===== src/rtl/dm1_pkg.sv =====
package dm1_pkg;

  // Number of Kogge-Stone combine levels for a w-bit prefix network.
  function automatic int unsigned prefix_levels(input int unsigned w);
    if (w <= 1) return 0;
    return $clog2(w);
  endfunction

endpackage


===== src/rtl/dm1_encode.sv =====
module dm1_encode #(
  parameter int unsigned N = 4
) (
  input  logic [N:0]   bin_i,
  output logic [N-1:0] s_o,
  output logic [N-1:0] c_o
);

  // Low part passes straight through; the top bit only steers c[0].
  assign s_o = bin_i[N-1:0];

  generate
    if (N > 1) begin : g_wide
      assign c_o = {{(N-1){1'b1}}, ~bin_i[N]};
    end else begin : g_narrow
      assign c_o = ~bin_i[N];
    end
  endgenerate

endmodule


===== src/rtl/dm1_prefix_add.sv =====
module dm1_prefix_add #(
  parameter int unsigned N = 4
) (
  input  logic [N-1:0] a_i,
  input  logic [N-1:0] b_i,
  output logic [N-1:0] d_o,
  output logic         zero_o
);
  import dm1_pkg::*;

  localparam int unsigned LV = prefix_levels(N);

  genvar k, i;
  generate
    for (k = 0; k <= LV; k++) begin : lvl
      logic [N-1:0] g;
      logic [N-1:0] p;
      if (k == 0) begin : g_base
        assign g = a_i & b_i;
        assign p = a_i ^ b_i;
      end else begin : g_comb
        localparam int unsigned DIST = 1 << (k - 1);
        for (i = 0; i < N; i++) begin : bitn
          if (i >= DIST) begin : g_join
            assign g[i] = lvl[k-1].g[i] | (lvl[k-1].p[i] & lvl[k-1].g[i-DIST]);
            assign p[i] = lvl[k-1].p[i] & lvl[k-1].p[i-DIST];
          end else begin : g_pass
            assign g[i] = lvl[k-1].g[i];
            assign p[i] = lvl[k-1].p[i];
          end
        end
      end
    end
  endgenerate

  // Group terms spanning bit 0 up to each position.
  logic [N-1:0] grp_g;
  logic [N-1:0] grp_p;
  logic         cin_eac;
  logic [N-1:0] carry;

  assign grp_g   = lvl[LV].g;
  assign grp_p   = lvl[LV].p;
  // Inverted end-around carry re-enters at every position in one step.
  assign cin_eac = ~grp_g[N-1];

  generate
    for (i = 0; i < N; i++) begin : g_cin
      if (i == 0) begin : g_lsb
        assign carry[i] = cin_eac;
      end else begin : g_up
        assign carry[i] = grp_g[i-1] | (grp_p[i-1] & cin_eac);
      end
    end
  endgenerate

  assign d_o    = lvl[0].p ^ carry;
  // All positions propagate: raw sum is 2^N-1, the pair stands for 0.
  assign zero_o = grp_p[N-1];

endmodule


===== src/rtl/dm1_to_binary.sv =====
module dm1_to_binary #(
  parameter int unsigned N = 4
) (
  input  logic [N-1:0] d_i,
  input  logic         zero_i,
  output logic [N:0]   bin_o
);

  logic [N:0] raised;

  assign raised = {1'b0, d_i} + {{N{1'b0}}, 1'b1};
  assign bin_o  = zero_i ? '0 : raised;

endmodule


===== src/rtl/dm1_codec.sv =====
module dm1_codec #(
  parameter int unsigned N = 4
) (
  input  logic         clk,
  input  logic         rst_n,
  input  logic [N:0]   enc_bin_i,
  output logic [N-1:0] enc_s_o,
  output logic [N-1:0] enc_c_o,
  input  logic         dec_vld_i,
  input  logic [N-1:0] dec_s_i,
  input  logic [N-1:0] dec_c_i,
  output logic         dec_vld_o,
  output logic [N:0]   dec_bin_o
);

  logic [N-1:0] sum_d1;
  logic         sum_zero;
  logic [N:0]   sum_bin;
  logic [N:0]   res_d, res_q;
  logic         vld_d, vld_q;

  dm1_encode #(.N(N)) u_enc (
    .bin_i (enc_bin_i),
    .s_o   (enc_s_o),
    .c_o   (enc_c_o)
  );

  dm1_prefix_add #(.N(N)) u_add (
    .a_i    (dec_s_i),
    .b_i    (dec_c_i),
    .d_o    (sum_d1),
    .zero_o (sum_zero)
  );

  dm1_to_binary #(.N(N)) u_conv (
    .d_i    (sum_d1),
    .zero_i (sum_zero),
    .bin_o  (sum_bin)
  );

  always_comb begin
    vld_d = dec_vld_i;
    res_d = res_q;
    if (dec_vld_i) res_d = sum_bin;
  end

  always_ff @(posedge clk or negedge rst_n) begin
    if (!rst_n) begin
      vld_q <= 1'b0;
      res_q <= '0;
    end else begin
      vld_q <= vld_d;
      res_q <= res_d;
    end
  end

  assign dec_vld_o = vld_q;
  assign dec_bin_o = res_q;

endmodule


===== config.mk =====
export PLATFORM = sky130hd
export DESIGN_NAME = dm1_codec
export DESIGN_NICKNAME = d
export VERILOG_FILES = /design/src/rtl/dm1_pkg.sv /design/src/rtl/dm1_encode.sv /design/src/rtl/dm1_prefix_add.sv /design/src/rtl/dm1_to_binary.sv /design/src/rtl/dm1_codec.sv
export SDC_FILE = /design/constraint.sdc
export NUM_CORES = 1
export LEC_CHECK = 0
export ABC_AREA = 1
export BUFFER_PORTS_ARGS = -buffer_cell sky130_fd_sc_hd__buf_2
export CAP_MARGIN = 40
export CORE_AREA = 2 2 39 41
export DETAILED_ROUTE_END_ITERATION = 16
export DIE_AREA = 0 0 41 43
export PLACE_DENSITY = 0.77
export SYNTH_ARGS = -nofsm -noshare
export SYNTH_HDL_FRONTEND = slang
export SYNTH_SLANG_ARGS = --single-unit

===== constraint.sdc =====
create_clock -name clk -period 1 [get_ports clk]
set_input_delay 0.1 -clock clk [delete_from_list [all_inputs] [get_ports clk]]
set_output_delay 0.1 -clock clk [all_outputs]
set_load 0.02 [all_outputs]

==> Word level (Yosys, flattened, before mapping) <==
Cells that the tools add are included.
{ "classes": {"bitwise_logic": 26, "add_sub_neg": 1, "n_mux": 1} }
{ "op_table": {"columns": ["op", "n"], "rows": [
  ["$and 1x1->1", 13],
  ["$or 1x1->1", 8],
  ["$xor 4x4->4", 2],
  ["$add 4x1->5 const B", 1],
  ["$mux 5", 1],
  ["$and 4x4->4", 1],
  ["$not 1->1", 2]
]} }
{ "word_totals": {"reg_bits": 6, "in_bits": 16, "wordCells": 30, "out_inout_bits": 14} }

==> Logic depth before layout (Yosys ltp) <==
Gate-level depths: netlist of run 1.
{ "depth": {"depth_word": 11, "depth_mapped": 13, "mapped_depth_nobuf": 13} }

==> Modules after synthesis <==
Synthesis of run 1 repeated with hierarchy kept, for this count alone.
{ "hier_totals": {"hier_cells": 82, "hier_area_um2": 536.8} }
{ "by_module_without_submodules": {"columns": ["mod", "area_each_um2", "cells_each", "n_inst", "seq_area_each_um2"], "rows": [
  ["dm1_codec", 210.2, 22, 1, 150.1],
  ["dm1_prefix_add", 196.4, 36, 1, 0.0],
  ["dm1_to_binary", 70.1, 15, 1, 0.0],
  ["dm1_encode", 60.1, 9, 1, 0.0]
]} }

==> Worst setup path before layout of run 1 <==
Ideal clock, no wire load.
{ "synth_timing": {"path_type": "in2reg", "from": "in dec_s_i[2]", "to": "reg res_q[1] (netlist: dec_bin_o[1])", "stages": 10, "setup_slack_ns": -0.925, "n_path_buf": 0, "setup_ns": 0.121, "required_ns": 0.879, "arrival_time_ns": 1.804, "cell_sequence": "ha_1 > nand2_1 > clkinv_1 > nand2_2 > nand2_1 > fa_1 > xor2_1 > inv_1 > ha_1 > a22o_1"} }
{ "synth_between": {"elab_chain_len": 10, "word_cells_on_any_way": 14, "classes_between": "add/sub: 1; mux: 1; bitwise: 12"} }
{ "synth_lines": {"columns": ["item", "line_no", "source"], "rows": [
  ["from (decl)", "dm1_codec.sv:10", "input logic [N-1:0] dec_s_i,"],
  ["$and 4x4->4 or $xor 4x4->4 (tied branches)", "dm1_prefix_add.sv:19, dm1_prefix_add.sv:20", null],
  ["$and 1x1->1, on equally long branches", "dm1_prefix_add.sv:25, dm1_prefix_add.sv:26", null],
  ["$or 1x1->1 or $and 1x1->1 (tied branches)", "dm1_prefix_add.sv:25", "assign g[i] = lvl[k-1].g[i] | (lvl[k-1].p[i] & lvl[k-1].g[i-DIST]);"],
  ["$or 1x1->1", "dm1_prefix_add.sv:25", null],
  ["$not 1->1", "dm1_prefix_add.sv:45", "assign cin_eac = ~grp_g[N-1];"],
  ["$and 1x1->1", "dm1_prefix_add.sv:52", "assign carry[i] = grp_g[i-1] | (grp_p[i-1] & cin_eac);"],
  ["$or 1x1->1", "dm1_prefix_add.sv:52", null],
  ["$xor 4x4->4", "dm1_prefix_add.sv:57", "assign d_o = lvl[0].p ^ carry;"],
  ["$add 4x1->5", "dm1_to_binary.sv:11", "assign raised = {1'b0, d_i} + {{N{1'b0}}, 1'b1};"],
  ["$mux 5 *", "dm1_to_binary.sv:12", "assign bin_o = zero_i ? '0 : raised;"],
  ["to (signal assigned)", "dm1_codec.sv:53", "res_q <= res_d;"],
  ["to (decl)", "dm1_codec.sv:19", "logic [N:0] res_d, res_q;"]
]} }
Every way passes the cells marked *; elsewhere a longest branch is shown, timed or not.
A chain may end at the register's enable or synchronous reset.

==> Worst setup path in the final report of run 1 <==
{ "layout_timing": {"from": "in dec_s_i[3]", "to": "reg res_q[2] (netlist: dec_bin_o[2])"} }
{ "layout_between": {"elab_chain_len": 10, "word_cells_on_any_way": 16, "classes_between": "add/sub: 1; mux: 1; bitwise: 14"} }
{ "layout_lines": {"columns": ["item", "line_no", "source"], "rows": [
  ["$xor 4x4->4", "dm1_prefix_add.sv:20", "assign p = a_i ^ b_i;"],
  ["$and 1x1->1, on equally long branches", "dm1_prefix_add.sv:25, dm1_prefix_add.sv:26", null],
  ["$or 1x1->1 or $and 1x1->1 (tied branches)", "dm1_prefix_add.sv:25", null],
  ["$or 1x1->1", "dm1_prefix_add.sv:25", null],
  ["$not 1->1", "dm1_prefix_add.sv:45", null],
  ["$and 1x1->1", "dm1_prefix_add.sv:52", null],
  ["$or 1x1->1", "dm1_prefix_add.sv:52", null],
  ["$xor 4x4->4", "dm1_prefix_add.sv:57", null],
  ["$add 4x1->5", "dm1_to_binary.sv:11", null],
  ["$mux 5 *", "dm1_to_binary.sv:12", null]
]} }
Marks and branches as above.

==> results.sh, run 1 <==
export IMPL_yosysUniqueCellTypes=20
export IMPL_synth_top_family_by_area="simple AND/OR/NAND/NOR gates"
export IMPL_postSynthAreaPerCell_um2=7.075
export IMPL_vias=608
export IMPL_hp_class="input port to async pin"
export IMPL_grt_use_total_pct=18.83
export IMPL_finalSetupTns_ns=-2.433
export IMPL_syn2layout_area_growth_pct=68.78
export IMPL_grt_pass1_vias=607
export IMPL_synth_edff_count=0
export IMPL_p_leak_nw=0.5446
export IMPL_dp_hpwl_um=994.9
export IMPL_clkLatencyLatePin_ns=0.25
export IMPL_crit_path_start_kind="input port"
export IMPL_synth_ff_type="dfrtp_1"
export IMPL_final_util_pct=69.89
export IMPL_drv_slew=0
export IMPL_synth_fa_ha_area_share_pct=14.41
export IMPL_cts_buffers=3
export IMPL_rows=14
export IMPL_max_vdd_ir_drop_uv=622.0
export IMPL_placed_area_um2=797.0
export IMPL_fin_ws_ns=-0.5618
export IMPL_drive_gt1_share_pct=57.26
export IMPL_final_nets=141
export IMPL_wl_per_cell_um=10.53
export IMPL_design_area_um2=967.2
export IMPL_finalCriticalPeriod_ns=1.562
export IMPL_grt_busiest_layer="met2"
export IMPL_multi_input_comb_area_um2=435.4
export IMPL_port_buffers=18
export IMPL_drt_initial_drc_count=4
export IMPL_cts_root_buf="clkbuf_4"
export IMPL_synthSimpleGateAreaFrac_pct=28.60
export IMPL_grt_start_max_net_pins=7
export IMPL_hold_viol_final=0
export IMPL_detail_route_antenna_nets=0
export IMPL_gp_congestion=0.8285
export IMPL_met3_usage_pct=3.665
export IMPL_finalSetupViolations=5
export IMPL_grt_pass1_wl_um=2263
export IMPL_grtUsageMet1_pct=18.83
export IMPL_yosysWarnings=0
export IMPL_n_antenna_cell=0
export IMPL_synth_xor_area_share_pct=1.528
export IMPL_drv_cap=0
export IMPL_grt_util_met2_pct=30.63
export IMPL_async_flop_share_pct=100.0
export IMPL_antenna_found_initial=0
export IMPL_vias_per_cell=4.571
export IMPL_power_density_nw_per_um2=1243
export IMPL_synthCells=81
export IMPL_critPathKind="input port to flip-flop"
export IMPL_detail_route_wirelength_um=1401
export IMPL_rsz0062_at_grt="yes"
export IMPL_clock_path_buffers=2
export IMPL_fmax_mhz=640.3
export IMPL_critPathMaxFanout=3
export IMPL_violations="negative setup slack"
export IMPL_fillers=118
export IMPL_cts_max_level=1
export IMPL_outcome="finished with violations"
export IMPL_clock_skew_ns=0
export IMPL_clk_pin_slew_ns=0.04
export IMPL_cp_end_kind="flip-flop"
export IMPL_ys_ff_latch=6
export IMPL_synth_mux_area_share_pct=0
export IMPL_cp_arrival_ns=1.73
export IMPL_cts_tree="built"
export IMPL_synth_compound_area_share_pct=7.424
export IMPL_clock_sinks=6
export IMPL_die_area_um2=1763
export IMPL_die_h_um=43
export IMPL_final_seq_area_um2=150.1
export IMPL_period_share_pct=156.2
export IMPL_mostFrequentLayoutCell="nand2_1"
export IMPL_dr_pass1_iters=4
export IMPL_drc=0
export IMPL_final_cell_mix="nand2_1 (19), buf_4 (17), buf_2 (15), inv_1 (13), dfrtp_1 (6)"
export IMPL_yosysSeqAreaShare_pct=26.20
export IMPL_synth_area_um2=573.1
export IMPL_cp_required_ns=1.17
export IMPL_grt_remaining_overflow=0
export IMPL_dieWidth_um=41
export IMPL_initial_core_util_pct=41.41
export IMPL_core_um2=1384
export IMPL_num_io_pins=30
Yosys cell counts, types with 2 or more instances:
master	instances	area, um^2
nand2_1	22	82.58
dfrtp_1	6	150.1
nand3_1	5	25.02
nand3_2	3	30.03
nor2_1	2	7.510
nand2_2	2	12.51
a21oi_1	3	15.01
inv_1	16	60.06
buf_4	7	52.55
ha_1	5	62.56
final timing paths:
path / from / to / slack, ns / cells past startpoint
min reg2reg: dec_bin_o[4] / dec_bin_o[4] / 0.47 / 2
max in group asynchronous: rst_n / dec_bin_o[2] / 0.65 / 2
max: dec_s_i[3] / dec_bin_o[2] / -0.56 / 10
min in group clk: enc_bin_i[0] / enc_s_o[0] / 0.20 / 0
max reg2reg: dec_bin_o[1] / dec_bin_o[1] / 0.31 / 1
min: rst_n / dec_bin_o[3] / 0.20 / 2
cells by family after synthesis:
logic type               Yosys count
AND/OR/NAND/NOR                   35
buffers and inverters             25
AO/OA/AOI/OAI                      7
adder cells (fa/ha/maj)            6
flip-flops                         6
XOR/XNOR                           1
other                              1
per-layer routing:
metal / up-vias / routed length, um
met5: - / 0
met4: 0 / 73
met3: 9 / 90
met2: 22 / 692
met1: 267 / 545
li1: 310 / -
repair_timing:
item / CTS / global route
endpoints found under the hold margin: 7 / 0
hold buffers: 2 / 0
endpoints found under the setup margin: 5 / 5
buffers inserted: 7 / 1
resized for setup: 7 / 13
pin swaps: 11 / 13
registers in the layout, summed over array words and instances (netlist names):
signal,flops
dec_bin_o,5
dec_vld_o,1
power by group:
group          leakage, nW  internal (mW)  switching [mW]
Combinational        0.457          0.310           0.349
Sequential          0.0743          0.291          0.0233
Clock               0.0138          0.136          0.0922
Total                0.545          0.738           0.464
worst max-delay path: stages:
cell,delay (ns)
buf_6,0.10
ha_4,0.25
a21oi_4,0.17
nand2_2,0.07
fa_2,0.55
inv_2,0.06
ha_4,0.16
nand3_2,0.07
nand2_1,0.05
o21ai_1,0.14
stage by stage:
step / hold WS [ns] / setup WS [ns] / power (mW) / cells
6_report: 0.2000 / -0.5618 / 1.202 / 133
5_1_grt: 0.2000 / -0.6482 / 1.286 / 133
4_1_cts: 0.2001 / -0.5533 / 1.154 / 134
3_5_place_dp: -0.07010 / -0.8750 / 0.8554 / 122
3_3_place_gp: -0.07656 / -0.8364 / 0.8362 / 122
2_1_floorplan: -0.1956 / -0.6946 / 0.6977 / 83
layout make-up:
class / instances / area share (%)
inverters: 18 / 7.374
repair buffers: 38 / 27.68
well taps: 16 / 2.070
clock buffers: 3 / 2.329
flip-flops and latches: 6 / 15.52
multi-input cells: 52 / 45.02
Power figures use the tool's default switching activity.
==> run 2, diff against run 1 <==
--- a/config.mk
+++ b/config.mk
@@ -11,7 +11,8 @@
 export CORE_AREA = 2 2 39 41
 export DETAILED_ROUTE_END_ITERATION = 16
 export DIE_AREA = 0 0 41 43
-export PLACE_DENSITY = 0.77
+export PLACE_DENSITY = 0.74
 export SYNTH_ARGS = -nofsm -noshare
 export SYNTH_HDL_FRONTEND = slang
+export SYNTH_HIERARCHICAL = 1
 export SYNTH_SLANG_ARGS = --single-unit
==> results.sh, run 2 <==
export IMPL_max_vdd_ir_drop_uv=583.8
export IMPL_synthTopCellsByCount="nand2_1 (29), inv_1 (12), buf_4 (7), nor2_1 (7)"
export IMPL_fmax_mhz=796.2
export IMPL_final_cells=127
export IMPL_postSynthAreaPerCell_um2=6.546
export IMPL_synth_top_area_share_pct=27.97
export IMPL_die_h_um=43
export IMPL_synth_area_um2=536.8
export IMPL_dp_cells=120
export IMPL_violations="negative setup slack"
export IMPL_grt_pass1_wl_um=1932
export IMPL_vias_per_cell=4.543
export IMPL_rsz0062_at_grt="yes"
export IMPL_yosysWarnings=6
export IMPL_cp_arrival_ns=1.44
export IMPL_cp_end_kind="flip-flop"
export IMPL_finalCriticalPeriod_ns=1.256
export IMPL_hold_viol_final=0
export IMPL_clkLatencyLatePin_ns=0.24
export IMPL_final_cell_mix="nand2_1 (24), buf_2 (12), inv_1 (11), buf_4 (11), buf_6 (7)"
export IMPL_antenna_found_initial=0
export IMPL_p_int_mw=0.7262
export IMPL_combPwrFrac_pct=54.8
export IMPL_gp_congestion=0.6943
export IMPL_dieWidth_um=41
export IMPL_drc=0
export IMPL_detail_route_wirelength_um=1259
export IMPL_cts_buffers=3
export IMPL_cts_root_buf="clkbuf_4"
export IMPL_critPathMaxFanout=4
export IMPL_dr_pass1_iters=2
export IMPL_critPathKind="input port to flip-flop"
export IMPL_synth_ff_type="dfrtp_1"
export IMPL_outcome="finished with violations"
export IMPL_synth_edff_count=0
export IMPL_synth_most_common_cell="nand2_1"
export IMPL_largest_register_ffs=5
export IMPL_drive_gt1_share_pct=48.65
export IMPL_final_seq_area_um2=150.1
export IMPL_final_util_pct=64.47
export IMPL_mostFrequentLayoutCell="nand2_1"
export IMPL_syn2layout_area_growth_pct=66.20
export IMPL_multi_input_comb_area_um2=419.2
export IMPL_finalSetupViolations=5
export IMPL_cp_required_ns=1.18
export IMPL_initial_core_util_pct=38.79
export IMPL_yosysUniqueCellTypes=15
export IMPL_async_flop_share_pct=100.0
export IMPL_wl_per_cell_um=9.913
export IMPL_num_io_pins=30
export IMPL_dp_hpwl_um=920.2
export IMPL_crit_path_start_kind="input port"
export IMPL_n_antenna_cell=0
export IMPL_netlist_top_cells_area="dfrtp_1 (28%), nand2_1 (20%), ha_1 (12%), buf_4 (9.8%), inv_1 (8.4%)"
export IMPL_period_share_pct=125.6
export IMPL_p_sw_share_pct=37.57
export IMPL_p_leak_nw=0.5042
export IMPL_fin_ws_ns=-0.2560
export IMPL_die_area_um2=1763
export IMPL_rows=14
export IMPL_synthCells=82
export IMPL_cts_max_level=1
export IMPL_grt_start_max_net_pins=8
export IMPL_final_nets=134
export IMPL_power_density_nw_per_um2=1304
export IMPL_fillers=123
export IMPL_clk_pin_slew_ns=0.04
export IMPL_port_buffers=18
export IMPL_drv_slew=0
export IMPL_placed_area_um2=739.5
export IMPL_power_switching_mw=0.4370
export IMPL_core_um2=1384
export IMPL_clock_path_buffers=2
export IMPL_cts_tree="built"
export IMPL_detail_route_antenna_nets=0
export IMPL_drv_cap=0
export IMPL_finalPower_mw=1.163
export IMPL_vias=577
export IMPL_grt_remaining_overflow=0
export IMPL_pwr_share_clk_pct=18.6
export IMPL_synth_top_area_cell="dfrtp_1"
export IMPL_hp_class="input port to flip-flop"
export IMPL_drt_initial_drc_count=7
export IMPL_p_seq_share_pct=26.6
export IMPL_ys_ff_latch=6
export IMPL_design_area_um2=892.1
export IMPL_grt_use_total_pct=15.63
export IMPL_grt_pass1_vias=538
export IMPL_clock_sinks=6
export IMPL_clock_skew_ns=0
export IMPL_yosysSeqAreaShare_pct=27.97
run 2: metrics by stage:
stage,setup WS (ns),hold WS [ns],setup TNS [ns]
after global placement,-0.5278,-0.07620,-2.337
final,-0.2560,0.06135,-1.071
after global routing,-0.3572,0.04926,-1.531
after detailed placement,-0.5798,-0.07340,-2.490
after CTS,-0.2626,0.05964,-1.002
after floorplan,-0.3463,-0.1956,-1.361
run 2: worst paths after layout:
check | start | endpoint | slack (ns) | cells past startpoint
worst max register to register | dec_bin_o[1] | dec_bin_o[1] | 0.41 | 2
worst min-delay path | dec_vld_i | dec_vld_o | 0.06 | 1
worst max-delay path | dec_c_i[3] | dec_bin_o[2] | -0.26 | 12
worst min register to register | dec_bin_o[3] | dec_bin_o[3] | 0.46 | 2
min in group asynchronous | rst_n | dec_vld_o | 0.21 | 2
max in group asynchronous | rst_n | dec_bin_o[4] | 0.65 | 2
run 2: worst max-delay path, cell delays in order:
cell and delay (ns):
buf_6 0.10, ha_4 0.25, a21oi_4 0.20, nand3_2 0.10, nand2_1 0.07, nand2_1 0.06
nand2_2 0.11, ha_4 0.16, o21ai_2 0.05, a21oi_1 0.13, nand2_1 0.06, nand2_1 0.05
run 2: area by class of cell:
type                    count  area share (%)
flip-flops and latches      6           16.83
inverters                  13           5.470
clock buffers               3           2.525
well taps                  16           2.244
repair buffers             31           25.95
multi-input cells          58           46.98
run 2: power by group through the flow:
stage / Combinational, mW / Clock, mW / Sequential [mW]
after floorplan: 0.309 / 0 / 0.375
after CTS: 0.566 / 0.221 / 0.310
after global routing: 0.715 / 0.249 / 0.316
after global placement: 0.509 / 0 / 0.311
final: 0.638 / 0.217 / 0.309
after detailed placement: 0.521 / 0 / 0.313
run 2: cells by family (layout without fill, tap and decap cells):
family                     count (synthesis)  count (layout)  share of synthesized area, %
adders and majority gates                  5               5                         11.66
DFF                                        6               6                         27.97
and+or+nand+nor                           44              44                         33.10
xor gates and xnor gates                   2               2                         3.264
other                                      1               3                        0.6986
buffers and inverters                     20              47                         18.88
AOI/OAI and AO/OA                          4               4                         4.428
run 2: layer usage:
metal / GRT usage, % / up-vias / routed length (um)
met2: 28.75 / 23 / 714
met5: 0 / - / 0
met1: 14.70 / 252 / 421
li1: - / 297 / -
met3: 1.571 / 5 / 91
met4: 10.00 / 0 / 31
run 2: repair_timing:
action | 4_1_cts | 5_1_grt
gates resized for setup | 10 | 9
setup buffers | 3 | 0
endpoints found under the hold margin | 6 | 0
setup endpoints to repair | 5 | 5
pin swaps | 13 | 9
hold buffers | 1 | 0
